==> config.mk <==
export PLATFORM = sky130hd
export DESIGN_NAME = pixel_serializer
export DESIGN_NICKNAME = d
export VERILOG_FILES = /design/src/rtl/pixser_pkg.sv /design/src/rtl/load_strobe_gen.sv /design/src/rtl/group_capture.sv /design/src/rtl/pixel_shifter.sv /design/src/rtl/latency_line.sv /design/src/rtl/pixel_serializer.sv
export SDC_FILE = /design/constraint.sdc
export NUM_CORES = 1
export LEC_CHECK = 0
export BUFFER_PORTS_ARGS = -buffer_cell sky130_fd_sc_hd__buf_2
export CORE_ASPECT_RATIO = 1.1
export CORE_MARGIN = 2
export CORE_UTILIZATION = 55
export CTS_CLUSTER_DIAMETER = 100
export DETAILED_ROUTE_END_ITERATION = 16
export PLACE_DENSITY = 0.74
export SETUP_SLACK_MARGIN = 0.3
export SYNTH_ARGS = -nofsm -noshare
export SYNTH_HDL_FRONTEND = slang
export SYNTH_SLANG_ARGS = --single-unit
==> constraint.sdc <==
create_clock -name clk -period 3.2 [get_ports clk]
set_input_delay 0.32 -clock clk [delete_from_list [all_inputs] [get_ports clk]]
set_output_delay 0.32 -clock clk [all_outputs]
set_load 0.05 [all_outputs]
==> src/rtl/pixser_pkg.sv <==
package pixser_pkg;
  localparam int CH_W  = 8;
  localparam int PIX_W = 3 * CH_W;

  typedef struct packed {
    logic [CH_W-1:0] r;
    logic [CH_W-1:0] g;
    logic [CH_W-1:0] b;
  } rgb_t;
endpackage

==> src/rtl/load_strobe_gen.sv <==
module load_strobe_gen #(
  parameter int DIV = 8
) (
  input  logic clk,
  input  logic rst_n,
  output logic load_out
);
  localparam int CW = $clog2(DIV);
  localparam logic [CW-1:0] HALF = CW'(DIV / 2);
  localparam logic [CW-1:0] RUN_LAST = CW'(DIV / 2 - 1);

  logic [CW-1:0] cnt_q;
  logic          out_q;

  always_ff @(posedge clk) begin
    if (!rst_n) begin
      cnt_q <= '0;
      out_q <= 1'b0;
    end else begin
      cnt_q <= cnt_q + 1'b1;
      out_q <= (cnt_q < HALF);
    end
  end

  assign load_out = out_q;

  // checker state: length of the current level run
  logic          prev_q;
  logic          seen_q;
  logic [CW-1:0] run_q;

  always_ff @(posedge clk) begin
    if (!rst_n) begin
      prev_q <= 1'b0;
      seen_q <= 1'b0;
      run_q  <= '0;
    end else begin
      prev_q <= out_q;
      if (out_q != prev_q) begin
        seen_q <= 1'b1;
        run_q  <= '0;
      end else begin
        run_q <= run_q + 1'b1;
      end
    end
  end

  AST_LOADOUT_HALF_PERIOD: assert property (@(posedge clk) disable iff (!rst_n)
    (seen_q && (out_q != prev_q)) |-> (run_q == RUN_LAST));
endmodule

==> src/rtl/group_capture.sv <==
module group_capture #(
  parameter int W = 192
) (
  input  logic         clk,
  input  logic         rst_n,
  input  logic         load_in,
  input  logic [W-1:0] grp_data,
  input  logic         take,
  output logic [W-1:0] hold_data,
  output logic         hold_full
);
  logic         li_q;
  logic         rise;
  logic [W-1:0] buf_q;
  logic         full_q;

  assign rise = load_in & ~li_q;

  always_ff @(posedge clk) begin
    if (!rst_n) begin
      li_q   <= 1'b0;
      buf_q  <= '0;
      full_q <= 1'b0;
    end else begin
      li_q <= load_in;
      if (rise) begin
        buf_q  <= grp_data;
        full_q <= 1'b1;
      end else if (take) begin
        full_q <= 1'b0;
      end
    end
  end

  assign hold_data = buf_q;
  assign hold_full = full_q;

  AST_TAKE_ONLY_WHEN_FULL: assert property (@(posedge clk) disable iff (!rst_n)
    take |-> full_q);
endmodule

==> src/rtl/pixel_shifter.sv <==
module pixel_shifter #(
  parameter int LANES = 8,
  parameter int PIX_W = 24
) (
  input  logic                   clk,
  input  logic                   rst_n,
  input  logic [LANES*PIX_W-1:0] hold_data,
  input  logic                   hold_full,
  output logic                   take,
  output logic [PIX_W-1:0]       pix_out,
  output logic                   pix_vld
);
  localparam int GW = LANES * PIX_W;
  localparam int SW = (LANES > 1) ? $clog2(LANES) : 1;
  localparam logic [SW-1:0] LAST = SW'(LANES - 1);

  logic [GW-1:0] sreg_q;
  logic [SW-1:0] slot_q;
  logic          busy_q;

  assign take = hold_full && (!busy_q || (slot_q == LAST));

  always_ff @(posedge clk) begin
    if (!rst_n) begin
      sreg_q <= '0;
      slot_q <= '0;
      busy_q <= 1'b0;
    end else if (take) begin
      sreg_q <= hold_data;
      slot_q <= '0;
      busy_q <= 1'b1;
    end else if (busy_q) begin
      sreg_q <= {{PIX_W{1'b0}}, sreg_q[GW-1:PIX_W]};
      slot_q <= slot_q + 1'b1;
      if (slot_q == LAST) busy_q <= 1'b0;
    end
  end

  assign pix_out = busy_q ? sreg_q[PIX_W-1:0] : '0;
  assign pix_vld = busy_q;

  AST_ALL_SLOTS_SENT: assert property (@(posedge clk) disable iff (!rst_n)
    (busy_q && (slot_q != LAST)) |=> busy_q);
  AST_NO_GAP_HANDOVER: assert property (@(posedge clk) disable iff (!rst_n)
    (busy_q && (slot_q == LAST) && hold_full) |=> (busy_q && (slot_q == '0)));
endmodule

==> src/rtl/latency_line.sv <==
module latency_line #(
  parameter int DEPTH = 18,
  parameter int W     = 25
) (
  input  logic         clk,
  input  logic         rst_n,
  input  logic [W-1:0] din,
  output logic [W-1:0] dout
);
  generate
    if (DEPTH == 0) begin : g_pass
      assign dout = din;
    end else begin : g_pipe
      logic [W-1:0] stg_q [DEPTH];
      always_ff @(posedge clk) begin
        if (!rst_n) begin
          for (int i = 0; i < DEPTH; i++) stg_q[i] <= '0;
        end else begin
          stg_q[0] <= din;
          for (int i = 1; i < DEPTH; i++) stg_q[i] <= stg_q[i-1];
        end
      end
      assign dout = stg_q[DEPTH-1];
    end
  endgenerate
endmodule

==> src/rtl/pixel_serializer.sv <==
module pixel_serializer
  import pixser_pkg::*;
#(
  parameter int LANES   = 8,
  parameter int LATENCY = 19
) (
  input  logic                   clk,
  input  logic                   rst_n,
  output logic                   load_out,
  input  logic                   load_in,
  input  logic [LANES*PIX_W-1:0] grp_data,
  output logic [CH_W-1:0]        pix_r,
  output logic [CH_W-1:0]        pix_g,
  output logic [CH_W-1:0]        pix_b,
  output logic                   pix_valid
);
  localparam int GW  = LANES * PIX_W;
  localparam int DLY = LATENCY - 1;
  localparam int TW  = $clog2(LATENCY + 1);
  localparam logic [TW-1:0] LAT_C = TW'(LATENCY);

  logic [GW-1:0]    hold_data;
  logic             hold_full;
  logic             take;
  logic [PIX_W-1:0] sh_pix;
  logic             sh_vld;
  logic [PIX_W:0]   line_out;
  rgb_t             px;

  load_strobe_gen #(.DIV(LANES)) u_strobe (
    .clk(clk), .rst_n(rst_n), .load_out(load_out)
  );

  group_capture #(.W(GW)) u_capture (
    .clk(clk), .rst_n(rst_n), .load_in(load_in), .grp_data(grp_data),
    .take(take), .hold_data(hold_data), .hold_full(hold_full)
  );

  pixel_shifter #(.LANES(LANES), .PIX_W(PIX_W)) u_shift (
    .clk(clk), .rst_n(rst_n), .hold_data(hold_data), .hold_full(hold_full),
    .take(take), .pix_out(sh_pix), .pix_vld(sh_vld)
  );

  latency_line #(.DEPTH(DLY), .W(PIX_W + 1)) u_line (
    .clk(clk), .rst_n(rst_n), .din({sh_vld, sh_pix}), .dout(line_out)
  );

  assign px        = rgb_t'(line_out[PIX_W-1:0]);
  assign pix_r     = px.r;
  assign pix_g     = px.g;
  assign pix_b     = px.b;
  assign pix_valid = line_out[PIX_W];

  // checker: cycles since reset release, saturating
  logic [TW-1:0] since_q;
  always_ff @(posedge clk) begin
    if (!rst_n) since_q <= '0;
    else if (since_q != LAT_C) since_q <= since_q + 1'b1;
  end

  AST_QUIET_AFTER_RESET: assert property (@(posedge clk) disable iff (!rst_n)
    (since_q < LAT_C) |-> !pix_valid);
  AST_IDLE_IS_ZERO: assert property (@(posedge clk) disable iff (!rst_n)
    !pix_valid |-> (line_out[PIX_W-1:0] == '0));
endmodule

==> flow_metrics.env <==
export IMPL_grt_pass1_vias=20400
export IMPL_grt_start_max_net_pins=125
export IMPL_synth_compound_area_share_pct=18.6
export IMPL_layout_commonest_cell="dfxtp_1"
export IMPL_leakage_nw=13.5
export IMPL_cts_sinks=844
export IMPL_switching_share_pct=22.8
export IMPL_syn_nets=3099
export IMPL_vias=21100
export IMPL_status="complete, no violations"
export IMPL_critical_path_startpoint_type="flip-flop"
export IMPL_drv_slew=0
export IMPL_worst_slew_pin_slew_ps=935
export IMPL_clock_skew_ps=12.8
export IMPL_p_sw_mw=5.16
export IMPL_start_util_pct=55.8
export IMPL_met1_length_um=27500
export IMPL_end_kind="flip-flop"
export IMPL_tns_ps=0
export IMPL_routedWlPerCell_um=17.0
export IMPL_grt_pass1_wl_um=105000
export IMPL_synth_top_family_by_area="compound AO/OA/AOI/OAI gates"
export IMPL_route_met3_wl_um=4030
export IMPL_clockRootBuffer="clkbuf_16"
export IMPL_fillerInstances=3828
export IMPL_area_delta_synth_final_pct=19.7
export IMPL_postCtsSetupBuffers=0
export IMPL_vias_per_cell=5.47
export IMPL_ctsResizeCount=0
export IMPL_synth_xor_area_share_pct=0.0623
export IMPL_finish_utilization_pct=66.8
export IMPL_peakVddDrop_uv=569
export IMPL_clkTransAtPathRegs_ps=60
export IMPL_drive_gt1_share_pct=12.2
export IMPL_cts_htree_levels=3
export IMPL_crit_top_cell="buf_4"
export IMPL_worst_path_max_fanout=82
export IMPL_grt_usage_pct=24.6
export IMPL_dpl_hpwl_um=37100
export IMPL_pwr_share_seq_pct=49.4
export IMPL_ff2ff_setup_slack_ps=1020
export IMPL_finalSetupViolCount=0
export IMPL_clock_fmax_mhz=458
export IMPL_holdCritPathClass="input pin to flip-flop"
export IMPL_gp_congestion=0.880
export IMPL_synth_mux_area_share_pct=0.0801
export IMPL_clockPowerShare_pct=43.3
export IMPL_synth_simple_area_share_pct=16.0
export IMPL_drt_iter0_drc=1750
export IMPL_synthAdderAreaFrac_pct=0.133
export IMPL_insertion_delay_ps=600
export IMPL_final_hold_viol_count=0
export IMPL_final_period_utilization_pct=68.2
export IMPL_relSlewSlack_pct=37.7
export IMPL_holdBufCountCts=176
export IMPL_row_count=86
export IMPL_ys_warnings_count=0
export IMPL_tritoncts="built"
export IMPL_ys_seq_area_share_pct=60.1
export IMPL_fin_crit_ps=2180
export IMPL_finalNetCount=3327
export IMPL_path_cells="nor2_4 > buf_4 > buf_4 > a31oi_1 > a21oi_1"
export IMPL_postRouteWirelength_um=65600
export IMPL_crit_required_ps=3730
export IMPL_rsz0062_at_grt="false"
export IMPL_numCtsBuffers=81
export IMPL_most_common_layout_cells="dfxtp_1 (843), and2_1 (429), nand2_1 (385), buf_2 (219), o21ai_0 (206)"
export IMPL_crit_arrival_ps=2710
export IMPL_synth_seq_cells=844
export IMPL_path_class="flip-flop to flip-flop"
export IMPL_synth_cell_types=25
export IMPL_ant_nets=0
export IMPL_cp_slowest_cell="buf_4"
export IMPL_netlist_area_um2=28100
export IMPL_ioPinCount=221
export IMPL_wl_met2_um=31300
export IMPL_combPwrFrac_pct=7.3
export IMPL_syn_area_per_cell_um2=9.69
export IMPL_die_x_um=220
export IMPL_die_area_um2=53000
export IMPL_syn_inst=2901
export IMPL_core_area_um2=50400
export IMPL_antenna_found_initial=0
export IMPL_die_h_um=241
export IMPL_cts_buffer_depth=3
export IMPL_drc=0
export IMPL_highest_layer="met4"
export IMPL_power_density_nw_per_um2=671
export IMPL_grt_overflow=0
export IMPL_internal_power_mw=17.4
export IMPL_cpPeakStageDelay_ps=710
export IMPL_cap_violations=0
export IMPL_portBuffers=220
export IMPL_dr_pass1_iters=6
## power by group through the flow
stage | sequential [mW] | clock [mW] | combinational (mW)
floorplan | 11.2 | 0 | 1.07
global placement | 11.4 | 0 | 1.41
detailed placement | 11.4 | 0 | 1.45
CTS | 11.1 | 9.97 | 1.62
global route | 11.2 | 10.4 | 1.83
finish | 11.2 | 9.78 | 1.66
## routing by layer
layer  up-vias  track usage, %
li1      10200               -
met2       772            40.3
met5         -               0
met1      9956            31.6
met3       169            4.20
met4         0            11.7
## final timing paths
kind,end,startpoint,cells after the start
hold / removal,u_capture.hold_data[22],grp_data[22],3
hold reg to reg,u_line.g_pipe.stg_q[2][23],u_line.g_pipe.stg_q[1][48],1
setup reg to reg,u_shift.sreg_q[130],u_capture.hold_full,5
setup / recovery,u_shift.sreg_q[130],u_capture.hold_full,5
## final cells by class
cell class	instances	area [um^2]	area share [%]
flip-flops and latches	844	16900	50.2
multi-input cells	1771	9860	29.3
repair buffers	430	3300	9.81
clock buffers	119	2380	7.08
well taps	660	826	2.45
clock inverters	25	378	1.12
inverters	1	6.26	0.0186
diodes	1	2.50	0.00744
## cells by family (layout without fill, tap and decap cells)
kind of cell / count (synthesis) / count (layout)
flops: 844 / 844
simple gates: 874 / 874
mux: 2 / 2
buf+inv: 286 / 575
other cells: 0 / 1
fa+ha+maj: 3 / 3
compound gates: 890 / 890
xor+xnor: 2 / 2
## worst max-delay path, delay by kind of cell, from the launching register on
| kind | cells | cell delay, ps |
|---|---|---|
| AOI/OAI and AO/OA | 2 | 270 |
| DFF | 1 | 480 |
| and+or+nand+nor | 1 | 130 |
| buffers and inverters | 2 | 1160 |
## sequential cells by signal, indices dropped and copies added (netlist names)
name                 cells
u_strobe.load_out        1
u_shift.slot_q           3
u_shift.sreg_q         192
u_capture.hold_full      1
u_capture.li_q           1
u_strobe.cnt_q           3
u_line.g_pipe.stg_q    450
u_capture.hold_data    192
u_shift.pix_vld          1
## metrics by stage
step | power (mW) | std cells | setup WS (ps) | area [um^2] | hold slack (ps)
floorplan | 12.3 | 2901 | 1620 | 28100 | 398
global placement | 12.8 | 3530 | 1160 | 29100 | 408
detailed placement | 12.8 | 3530 | 1100 | 29100 | 410
CTS | 22.7 | 3850 | 1090 | 33700 | 1.07
global route | 23.4 | 3850 | 873 | 33700 | 15.9
finish | 22.6 | 3851 | 1020 | 33700 | 27.4
## cell usage after synthesis, drive strengths merged
library cell / number / area (um^2)
nand2b: 2 / 12.5
and3: 27 / 169
a21boi: 193 / 1450
o21ai: 336 / 1680
nor2: 1 / 3.75
nor2b: 29 / 181
inv: 1 / 3.75
xor2: 2 / 17.5
nand2: 385 / 1450
and2: 429 / 2680
clkbuf: 151 / 569
buf: 134 / 838
dfxtp: 844 / 16900
a32oi: 24 / 210
ha: 3 / 37.5
mux2: 2 / 22.5
or2: 1 / 6.26
a31oi: 168 / 1050
a21oi: 169 / 846
Power figures use the tool's default switching activity.
